===== src/rtl/lcd_tg_pkg.sv =====
package lcd_tg_pkg;

    localparam int REG_W   = 32;
    localparam int WADDR_W = 4;
    localparam int HI_LSB  = 16;   // upper packed field starts here
    localparam int FLAG_BIT = 31;  // enable / recovery flags

    typedef enum logic [1:0] {
        ST_OFF   = 2'd0,
        ST_RUN   = 2'd1,
        ST_UFLOW = 2'd2
    } tg_state_e;

    // word addresses (byte offset / 4); software relies on these
    localparam logic [WADDR_W-1:0] A_ENABLE  = 4'd0;
    localparam logic [WADDR_W-1:0] A_HSYNC   = 4'd1;
    localparam logic [WADDR_W-1:0] A_VPERIOD = 4'd2;
    localparam logic [WADDR_W-1:0] A_VPULSE  = 4'd3;
    localparam logic [WADDR_W-1:0] A_HDISP   = 4'd4;
    localparam logic [WADDR_W-1:0] A_VDSTART = 4'd5;
    localparam logic [WADDR_W-1:0] A_VDEND   = 4'd6;
    localparam logic [WADDR_W-1:0] A_HACT    = 4'd7;
    localparam logic [WADDR_W-1:0] A_VASTART = 4'd8;
    localparam logic [WADDR_W-1:0] A_VAEND   = 4'd9;
    localparam logic [WADDR_W-1:0] A_BORDER  = 4'd10;
    localparam logic [WADDR_W-1:0] A_UFCOL   = 4'd11;
    localparam logic [WADDR_W-1:0] A_SKEW    = 4'd12;
    localparam logic [WADDR_W-1:0] A_POL     = 4'd14;

endpackage


===== src/rtl/lcd_tg_regs.sv =====
module lcd_tg_regs
    import lcd_tg_pkg::*;
#(
    parameter int X_W = 16,
    parameter int F_W = 24,
    parameter int C_W = 24
) (
    input  logic               clk,
    input  logic               rst_n,
    input  logic               wr_en,
    input  logic [WADDR_W-1:0] wr_addr,
    input  logic [REG_W-1:0]   wr_data,
    output logic               en,
    output logic [X_W-1:0]     hper,
    output logic [X_W-1:0]     hsw,
    output logic [X_W-1:0]     hfirst,
    output logic [X_W-1:0]     hlast,
    output logic               ha_en,
    output logic [X_W-1:0]     ha_first,
    output logic [X_W-1:0]     ha_last,
    output logic [F_W-1:0]     vper,
    output logic [F_W-1:0]     vsw,
    output logic [F_W-1:0]     vstart,
    output logic [F_W-1:0]     vend,
    output logic               va_en,
    output logic [F_W-1:0]     va_first,
    output logic [F_W-1:0]     va_last,
    output logic [F_W-1:0]     skew,
    output logic [C_W-1:0]     border,
    output logic [C_W-1:0]     ufcol,
    output logic               uf_rec,
    output logic [2:0]         pol
);

    always_ff @(posedge clk or negedge rst_n) begin
        if (!rst_n) begin
            en       <= 1'b0;
            hper     <= '0;
            hsw      <= '0;
            hfirst   <= '0;
            hlast    <= '0;
            ha_en    <= 1'b0;
            ha_first <= '0;
            ha_last  <= '0;
            vper     <= '0;
            vsw      <= '0;
            vstart   <= '0;
            vend     <= '0;
            va_en    <= 1'b0;
            va_first <= '0;
            va_last  <= '0;
            skew     <= '0;
            border   <= '0;
            ufcol    <= '0;
            uf_rec   <= 1'b0;
            pol      <= '0;
        end else if (wr_en) begin
            case (wr_addr)
                A_ENABLE:  en <= wr_data[0];
                A_HSYNC: begin
                    hper <= wr_data[HI_LSB +: X_W];
                    hsw  <= wr_data[X_W-1:0];
                end
                A_VPERIOD: vper <= wr_data[F_W-1:0];
                A_VPULSE:  vsw  <= wr_data[F_W-1:0];
                A_HDISP: begin
                    hlast  <= wr_data[HI_LSB +: X_W];
                    hfirst <= wr_data[X_W-1:0];
                end
                A_VDSTART: vstart <= wr_data[F_W-1:0];
                A_VDEND:   vend   <= wr_data[F_W-1:0];
                A_HACT: begin
                    ha_last  <= wr_data[HI_LSB +: X_W];
                    ha_first <= wr_data[X_W-1:0];
                    ha_en    <= |wr_data;
                end
                A_VASTART: begin
                    va_en    <= wr_data[FLAG_BIT];
                    va_first <= wr_data[F_W-1:0];
                end
                A_VAEND:   va_last <= wr_data[F_W-1:0];
                A_BORDER:  border  <= wr_data[C_W-1:0];
                A_UFCOL: begin
                    uf_rec <= wr_data[FLAG_BIT];
                    ufcol  <= wr_data[C_W-1:0];
                end
                A_SKEW:    skew <= wr_data[F_W-1:0];
                A_POL:     pol  <= wr_data[2:0];
                default: ;
            endcase
        end
    end

endmodule


===== src/rtl/lcd_tg_counter.sv =====
module lcd_tg_counter #(
    parameter int X_W = 16,
    parameter int F_W = 24
) (
    input  logic           clk,
    input  logic           rst_n,
    input  logic           run,
    input  logic [X_W-1:0] hper,
    input  logic [F_W-1:0] vper,
    output logic [X_W-1:0] hpos,
    output logic [F_W-1:0] fpos,
    output logic           f_last
);

    logic h_last;

    assign h_last = (hpos == hper - 1'b1);
    assign f_last = (fpos == vper - 1'b1);

    always_ff @(posedge clk or negedge rst_n) begin
        if (!rst_n) begin
            hpos <= '0;
            fpos <= '0;
        end else if (!run) begin
            hpos <= '0;
            fpos <= '0;
        end else begin
            hpos <= h_last ? '0 : hpos + 1'b1;
            fpos <= f_last ? '0 : fpos + 1'b1;
        end
    end

endmodule


===== src/rtl/lcd_tg_window.sv =====
module lcd_tg_window #(
    parameter int X_W = 16,
    parameter int F_W = 24
) (
    input  logic           run,
    input  logic [X_W-1:0] hpos,
    input  logic [F_W-1:0] fpos,
    input  logic [X_W-1:0] hsw,
    input  logic [X_W-1:0] hfirst,
    input  logic [X_W-1:0] hlast,
    input  logic           ha_en,
    input  logic [X_W-1:0] ha_first,
    input  logic [X_W-1:0] ha_last,
    input  logic [F_W-1:0] vsw,
    input  logic [F_W-1:0] vstart,
    input  logic [F_W-1:0] vend,
    input  logic           va_en,
    input  logic [F_W-1:0] va_first,
    input  logic [F_W-1:0] va_last,
    input  logic [F_W-1:0] skew,
    output logic           hs_act,
    output logic           vs_act,
    output logic           disp,
    output logic           act
);

    logic [F_W:0] vs_stop;
    logic         h_in, f_in, ha_in, va_in;

    always_comb begin
        vs_stop = {1'b0, skew} + {1'b0, vsw};
        hs_act  = run && (hpos < hsw);
        vs_act  = run && (fpos >= skew) && ({1'b0, fpos} < vs_stop);
        h_in    = (hpos >= hfirst) && (hpos <= hlast);
        f_in    = (fpos >= vstart) && (fpos <= vend);
        ha_in   = !ha_en || ((hpos >= ha_first) && (hpos <= ha_last));
        va_in   = !va_en || ((fpos >= va_first) && (fpos <= va_last));
        disp    = run && h_in && f_in;
        act     = disp && ha_in && va_in;
    end

endmodule


===== src/rtl/lcd_tg_ctrl.sv =====
module lcd_tg_ctrl
    import lcd_tg_pkg::*;
(
    input  logic      clk,
    input  logic      rst_n,
    input  logic      en,
    input  logic      starve,
    input  logic      frame_last,
    input  logic      uf_rec,
    output tg_state_e state,
    output logic      run,
    output logic      uf_flag
);

    tg_state_e nxt;

    always_ff @(posedge clk or negedge rst_n) begin
        if (!rst_n) state <= ST_OFF;
        else        state <= nxt;
    end

    always_comb begin
        nxt = state;
        unique case (state)
            ST_OFF:   if (en) nxt = ST_RUN;
            ST_RUN: begin
                if (!en)         nxt = ST_OFF;
                else if (starve) nxt = ST_UFLOW;
            end
            ST_UFLOW: begin
                if (!en)                       nxt = ST_OFF;
                else if (uf_rec && frame_last) nxt = ST_RUN;
            end
            default:  nxt = ST_OFF;
        endcase
    end

    always_comb begin
        run     = en && (state != ST_OFF);
        uf_flag = en && (state == ST_UFLOW);
    end

endmodule


===== src/rtl/lcd_timing_gen.sv =====
module lcd_timing_gen
    import lcd_tg_pkg::*;
#(
    parameter int X_W = 16,
    parameter int F_W = 24,
    parameter int C_W = 24
) (
    input  logic               clk,
    input  logic               rst_n,
    input  logic               wr_en,
    input  logic [WADDR_W-1:0] wr_addr,
    input  logic [REG_W-1:0]   wr_data,
    input  logic [C_W-1:0]     pix_data,
    input  logic               pix_valid,
    output logic               hsync,
    output logic               vsync,
    output logic               de,
    output logic               pix_req,
    output logic [C_W-1:0]     rgb_out,
    output logic               underflow
);

    logic           en, ha_en, va_en, uf_rec;
    logic [X_W-1:0] hper, hsw, hfirst, hlast, ha_first, ha_last;
    logic [F_W-1:0] vper, vsw, vstart, vend, va_first, va_last, skew;
    logic [C_W-1:0] border, ufcol;
    logic [2:0]     pol;
    logic [X_W-1:0] hpos;
    logic [F_W-1:0] fpos;
    logic           f_last, frame_last, starve, run, uf_flag;
    logic           hs_act, vs_act, disp, act;
    tg_state_e      state;

    lcd_tg_regs #(.X_W(X_W), .F_W(F_W), .C_W(C_W)) u_regs (
        .clk(clk), .rst_n(rst_n), .wr_en(wr_en), .wr_addr(wr_addr),
        .wr_data(wr_data), .en(en), .hper(hper), .hsw(hsw),
        .hfirst(hfirst), .hlast(hlast), .ha_en(ha_en),
        .ha_first(ha_first), .ha_last(ha_last), .vper(vper), .vsw(vsw),
        .vstart(vstart), .vend(vend), .va_en(va_en), .va_first(va_first),
        .va_last(va_last), .skew(skew), .border(border), .ufcol(ufcol),
        .uf_rec(uf_rec), .pol(pol)
    );

    lcd_tg_counter #(.X_W(X_W), .F_W(F_W)) u_cnt (
        .clk(clk), .rst_n(rst_n), .run(run), .hper(hper), .vper(vper),
        .hpos(hpos), .fpos(fpos), .f_last(f_last)
    );

    lcd_tg_window #(.X_W(X_W), .F_W(F_W)) u_win (
        .run(run), .hpos(hpos), .fpos(fpos), .hsw(hsw), .hfirst(hfirst),
        .hlast(hlast), .ha_en(ha_en), .ha_first(ha_first),
        .ha_last(ha_last), .vsw(vsw), .vstart(vstart), .vend(vend),
        .va_en(va_en), .va_first(va_first), .va_last(va_last),
        .skew(skew), .hs_act(hs_act), .vs_act(vs_act), .disp(disp),
        .act(act)
    );

    assign frame_last = run && f_last;
    assign starve     = act && !pix_valid;

    lcd_tg_ctrl u_ctrl (
        .clk(clk), .rst_n(rst_n), .en(en), .starve(starve),
        .frame_last(frame_last), .uf_rec(uf_rec), .state(state),
        .run(run), .uf_flag(uf_flag)
    );

    always_comb begin
        hsync     = hs_act ^ pol[0];
        vsync     = vs_act ^ pol[1];
        de        = disp ^ pol[2];
        pix_req   = act;
        underflow = uf_flag;
        if (!disp)                   rgb_out = '0;
        else if (!act)               rgb_out = border;
        else if (uf_flag || !pix_valid) rgb_out = ufcol;
        else                         rgb_out = pix_data;
    end

endmodule


===== config.mk =====
export PLATFORM = sky130hd
export DESIGN_NAME = lcd_timing_gen
export DESIGN_NICKNAME = d
export VERILOG_FILES = /design/src/rtl/lcd_tg_pkg.sv /design/src/rtl/lcd_tg_regs.sv /design/src/rtl/lcd_tg_counter.sv /design/src/rtl/lcd_tg_window.sv /design/src/rtl/lcd_tg_ctrl.sv /design/src/rtl/lcd_timing_gen.sv
export SDC_FILE = /design/constraint.sdc
export NUM_CORES = 1
export LEC_CHECK = 0
export BUFFER_PORTS_ARGS = -buffer_cell sky130_fd_sc_hd__buf_2
export CAP_MARGIN = 15
export CORE_UTILIZATION = 60
export CTS_CLUSTER_DIAMETER = 100
export DETAILED_ROUTE_END_ITERATION = 10
export PLACE_DENSITY = 0.75
export SLEW_MARGIN = 20
export SYNTH_ARGS = -nofsm -noshare
export SYNTH_HDL_FRONTEND = slang
export SYNTH_SLANG_ARGS = --single-unit

===== constraint.sdc =====
create_clock -name clk -period 5.11 [get_ports clk]
set_input_delay 0.7665 -clock clk [delete_from_list [all_inputs] [get_ports clk]]
set_output_delay 0.7665 -clock clk [all_outputs]
set_load 0.02 [all_outputs]

==> Word-level counts from Yosys, hierarchy flattened <==
Index checks and enable logic that the tools add are counted.
{ "word_totals": {"regBits": 361, "inputBits": 64, "output_inout_bits": 29, "word_cells": 116} }
{ "op_classes": {"add_sub_neg": 5, "order_cmp": 11, "eq_ne": 20, "mux": 13, "bitwise": 3, "reduce_logical": 41} }
{ "op_table": {"columns": ["cell", "count"], "rows": [
  ["$mux 24", 5],
  ["$ge 24x24->1", 3],
  ["$le 24x24->1", 2],
  ["$ge 16x16->1", 2],
  ["$le 16x16->1", 2],
  ["$mux 16", 2],
  ["$reduce_or 32->1", 1],
  ["$reduce_and 2->1", 14],
  ["$add 24x24->25", 1],
  ["$lt 24x25->1", 1],
  ["$add 24x1->24 const B", 1],
  ["$eq 24x24->1", 1],
  ["$eq 4x4->1 const B", 6],
  ["$sub 24x1->24 const B", 1],
  ["$add 16x1->16 const B", 1],
  ["$eq 16x16->1", 1],
  ["$eq 4x3->1 const B", 4],
  ["$logic_and 1x1->1", 16],
  ["$lt 16x16->1", 1],
  ["$sub 16x1->16 const B", 1],
  ["$mux 2", 5],
  ["$eq 4x2->1 const B", 2],
  ["$pmux 2 s3", 1],
  ["$eq 4x1->1 const B", 1],
  ["other kinds (12)", 18]
]} }

==> Depth between registers and ports, before layout <==
{ "logic_depth": {"word_depth": 10, "mapped_depth": 18, "ltp_nobuf": 18} }

==> Modules after synthesis <==
A second synthesis with hierarchy kept.
{ "hier_totals": {"cells_unflattened": 2172, "area_unflattened_um2": 23442.5} }
{ "modules_own_cells": {"columns": ["mod", "n_inst", "cells_each", "area_per_inst_um2", "seq_area_each_um2"], "rows": [
  ["lcd_tg_regs", 1, 727, 12246.7, 7982.7],
  ["lcd_tg_window", 1, 883, 6562.5, 0.0],
  ["lcd_tg_counter", 1, 432, 3512.1, 1001.0],
  ["lcd_timing_gen", 1, 119, 1007.2, 0.0],
  ["lcd_tg_ctrl", 1, 11, 113.9, 50.0]
]} }

==> Least setup slack after synthesis <==
Ideal clock, no wire load.
{ "synth_path": {"kind": "register to output", "start": "register u_regs.skew[7]", "end": "output port vsync", "t_arrival_ns": 4.123, "required_time_ns": 4.344, "path_slack_ns": 0.220, "path_stages_with_launch": 17, "n_path_buf": 0, "path_cell_list": "dfrtp_1 > ha_1 > a211o_1 > a2111oi_0 > nor2_1 > o41ai_1 > o21ai_0 > o21ai_0 > a31oi_1 > xnor2_1 > ha_1 > or3_1 > a221oi_1 > o2111ai_1 > nand3b_1 > o311ai_0 > xnor2_1"} }
{ "synth_between": {"elab_chain_len": 4, "word_cells_on_any_way": 6, "classes_between": "add/sub (1); order compare (2); bitwise (1); reduce/logical (2)"} }
{ "synth_lines": {"columns": ["item", "line", "rtl"], "rows": [
  ["from (decl)", "lcd_tg_regs.sv:28", "output logic [F_W-1:0] skew,"],
  ["from (signal assigned)", "lcd_tg_regs.sv:87", "A_SKEW: skew <= wr_data[F_W-1:0];"],
  ["$add 24x24->25 or $ge 24x24->1 (tied branches)", "lcd_tg_window.sv:31, lcd_tg_window.sv:33", null],
  ["$lt 24x25->1 or $logic_and 1x1->1 (tied branches)", "lcd_tg_window.sv:33", "vs_act = run && (fpos >= skew) && ({1'b0, fpos} < vs_stop);"],
  ["$logic_and 1x1->1 *", "lcd_tg_window.sv:33", null],
  ["$xor 1x1->1 *", "lcd_timing_gen.sv:69", "vsync = vs_act ^ pol[1];"],
  ["to (decl)", "lcd_timing_gen.sv:16", "output logic vsync,"]
]} }
Mark *: on every way between the ends. The rest lies on a longest branch, timed or not.

==> Worst setup path in the final report <==
{ "layout_path": {"start": "register u_regs.vsw[7]", "end": "output port vsync"} }
{ "layout_between": {"elab_chain_len": 4} }
{ "layout_lines": {"columns": ["item", "line", "rtl"], "rows": [
  ["from (decl)", "lcd_tg_regs.sv:22", "output logic [F_W-1:0] vsw,"],
  ["from (signal assigned)", "lcd_tg_regs.sv:65", "A_VPULSE: vsw <= wr_data[F_W-1:0];"],
  ["$add 24x24->25", "lcd_tg_window.sv:31", "vs_stop = {1'b0, skew} + {1'b0, vsw};"],
  ["$lt 24x25->1", "lcd_tg_window.sv:33", null],
  ["$logic_and 1x1->1", "lcd_tg_window.sv:33", null],
  ["$xor 1x1->1", "lcd_timing_gen.sv:69", null]
]} }
Every way passes these cells.

==> summary.md <==
| Metric | Value |
|---|---|
| Post-Synthesis Mean Instance Area | about 9.9 um2 |
| Filler cells | roughly 2800 |
| Horiz. Die Dim | 195 um |
| # rows | 70 |
| Pre-CTS setup slack | -0.176 ns |
| Routed length per placed instance | between 20 and 25 um |
| Commonest cells after routing, fill and taps aside | dfrtp_1, ha_1, inv_1 |
| Cells after Synth | around 2300 |
| Synth Flop Type | dfrtp_1 |
| Final period demand of the worst path | between 5 and 6 ns |
| WHS | 0.279 ns |
| Slew Limit Headroom | between 20% and 30% |
| Register area share after synthesis | 40.6% |
| Num CTS Buffers | 40 |
| Worst endpoint required time | 4.34 ns |
| First-pass GRT wire length | between 90000 and 100000 um |
| Placed wire-length estimate | 43000 um |
| Post-route setup slack | -0.299 ns |
| P per Cell Area | between 300 and 400 nW/um2 |
| Post-synth EDFFs | 0 |
| Clk sink count | ~360 |
| Worst EP arrival | roughly 4.6 ns |
| Hold-fix buffers, CTS | 0 |
| Vias | around 18000 |
| Iter 0 DRT Violations | 1312 |
| Met2 WL | approximately 30000 um |
| Critical path class | reg2out |
| Fmax | roughly 0.18 GHz |
| CP endpoint kind | output port |
| Routed met3 length | between 3000 and 4000 um |
| Drt pass-1 iters | 7 |
| Die area | ~38000 um2 |
| Worst-margin pin slew | about 1.1 ns |
| #FFs+latches synth | 361 |
| # diodes | 0 |
| Post-synth net total | between 2000 and 3000 |
| Ratio of cells with drive above 1 in the final layout | between 10% and 20% |
| HP Class | in2async |
| DP Area | about 23000 um2 |
| Routed Wire Length | between 60000 and 70000 um |
| Routed vias/inst | roughly 6.2 |
| Die Y | just under 200 um |
| Startpoint Class | register |
| Status | finished with violations |
| Initial antenna violation count | 1 |
| Unique cell type count in the Yosys netlist | between 70 and 80 |
| Starting Density | between 60% and 70% |
| Clk Tree Root Cell | clkbuf_16 |
| Final setup viols | 1 |
| CTS tree | yes |
| Worst IR drop on VDD | between 0.2 and 0.3 mV |
| Nets | 2676 |
| Largest net degree at the start of global routing | 110 |
| Leakage power | 12.0 nW |
| Post-layout util | between 60% and 70% |
| RSZ-0062 raised after global routing | true |
| CTS H-tree depth | 2 |
| Clock slew at reported path FFs | around 0.06 ns |
| Synthesized area | ~22000 um2 |
| Clock buffer depth | 3 |
| Failing checks | setup timing |
| Routability congestion estimate | roughly 0.96 |
| Post-DRT Antenna Nets | 0 |
| FF+latch area | 9030 um2 |
| Worst Path Max Fanout | 2 |
| Port bufs | 92 |
| Sum Neg Setup Slack | -0.299 ns |
| Most common cell after layout, fill and taps aside | dfrtp_1 |
| YS warnings | 0 |
| Total GRT Usage | between 30 and 40% |
| Core Region | 36500 um2 |
| Multi-input logic area | between 10000 and 15000 um2 |
| M1 WL | ~26000 um |
| Synth-to-Final Area Change | 11.6% |
| Vias in the first global route | about 18000 |
| Max_cap viols | 0 |
| Clock Latency Late Sink | around 0.57 ns |
| Pins Over Slew Limit | 0 |
| Skew final | about 0.023 ns |
| Asr flop ratio synth | 100% |
| # DRC | 0 |
| Design Area, Final | around 25000 um2 |
| Hold Vio Cnt, Final | 0 |
| Gr ovfl total | 0 |
| Final period utilization | 106% |
| Uppermost routed layer | met5 |
| # IOs | between 90 and 100 |
-- final timing paths --
path | from | end | slack, ns | cells after the start
setup / recovery | u_regs.vsw[7] | vsync | -0.30 | 20
max in group asynchronous | rst_n | u_regs.ha_last[15] | 3.48 | 2
hold reg to reg | u_regs.hsw[4] | u_regs.hsw[4] | 0.50 | 1
min in group clk | wr_data[28] | u_regs.ha_last[12] | 0.47 | 3
hold / removal | rst_n | u_regs.skew[9] | 0.28 | 1
setup reg to reg | u_cnt.fpos[15] | u_ctrl.state[0] | 1.28 | 10
-- final cells by class --
| cell class | count | share of cell area [%] |
|---|---|---|
| clock buffers | 56 | 4.67 |
| clock inverters | 10 | 0.463 |
| inverters | 224 | 3.39 |
| multi-input cells | 1581 | 48.9 |
| flip-flops and latches | 361 | 36.4 |
| well taps | 468 | 2.36 |
| repair buffers | 153 | 3.89 |
-- worst max-delay path: stages (launching register included) --
cell	delay [ns]
dfrtp_1	0.39
ha_1	0.30
a211o_1	0.32
a2111oi_4	0.30
buf_4	0.17
nor2_1	0.05
o41ai_2	0.24
buf_4	0.17
buf_4	0.10
o211ai_1	0.12
a31o_1	0.23
a21oi_1	0.17
xor2_1	0.16
ha_1	0.19
a221oi_2	0.08
buf_4	0.14
a211oi_2	0.21
nand2_1	0.09
o311ai_2	0.30
xnor2_1	0.16
buf_2	0.18
-- metrics by stage --
step / total power, W / std cells
after floorplan: 0.00581 / 2259
after global placement: 0.00648 / 2785
after detailed placement: 0.00662 / 2785
after CTS: 0.00954 / 2853
after global routing: 0.0101 / 2853
final: 0.00955 / 2853
-- cell families after synthesis --
family / after synthesis / share of synthesized area [%]
buf+inv: 317 / 5.50
flops: 361 / 40.6
mux: 221 / 11.0
fa+ha+maj: 251 / 14.1
xor+xnor: 104 / 4.09
compound gates: 453 / 12.5
simple gates: 552 / 12.1
-- flip-flops by register name, summed over array words and instances, names as in the netlist, 2 cells and up --
signal,cells
u_regs.ha_first,16
u_regs.vper,24
u_regs.vstart,24
u_regs.ufcol,24
u_cnt.fpos,24
u_regs.vsw,24
u_regs.hlast,16
u_cnt.hpos,16
u_regs.hsw,16
u_regs.pol,3
u_regs.hfirst,16
u_regs.skew,24
u_regs.vend,24
u_regs.border,24
u_regs.hper,16
u_regs.va_first,24
u_regs.ha_last,16
u_ctrl.state,2
u_regs.va_last,24
-- per-layer routing --
metal / GRT usage [%] / up-vias
met2: 56.0 / 600
met3: 4.67 / 172
li1: - / 8167
met4: 14.6 / 2
met1: 43.1 / 8746
met5: 0 / -
-- synth_stat cells (all sizes together), types with 4 or more instances --
cell type  number  share of area [%]
or2             4               0.11
mux2          195                9.9
o21ai         189                4.2
o21bai          6               0.22
a2111oi         8               0.35
o31ai           5               0.17
xor2           51                2.0
and3           12               0.34
a211oi         35                1.2
a211o           9               0.35
nor3           24               0.56
mux2i          26                1.2
nand3          42               0.94
buf            18               0.46
nor4           26                1.0
o211ai         10               0.36
nor3b           6               0.20
nand2b         11               0.31
xnor2          53                2.1
nor2          132                2.2
nor2b          18               0.51
o2111ai         7               0.28
nand3b          5               0.17
a31oi           8               0.22
or3             8               0.22
a21oi          95                2.1
inv           224                3.8
ha            250                 14
clkbuf         75                1.3
nand4          47                1.3
o21a           14               0.47
a221oi          4               0.16
dfrtp         361                 41
nand2         192                3.2
a21boi          7               0.24
a21o           27               0.91
or4            11               0.39
-- repair_timing --
action / in CTS / in global routing
endpoints found under the setup margin: 1 / 5
resized for setup: 15 / 5
pin swaps: 8 / 0
setup buffers: 2 / 0
endpoints found under the hold margin: 0 / 0
-- where the power goes --
part	internal (W)	total, W	leakage (nW)	switching [W]
combinational	0.00126	0.00284	6.89	0.00157
sequential	0.00346	0.00385	4.45	0.000393
clock	0.00168	0.00286	0.635	0.00118
(Power assumes the default switching activity.)
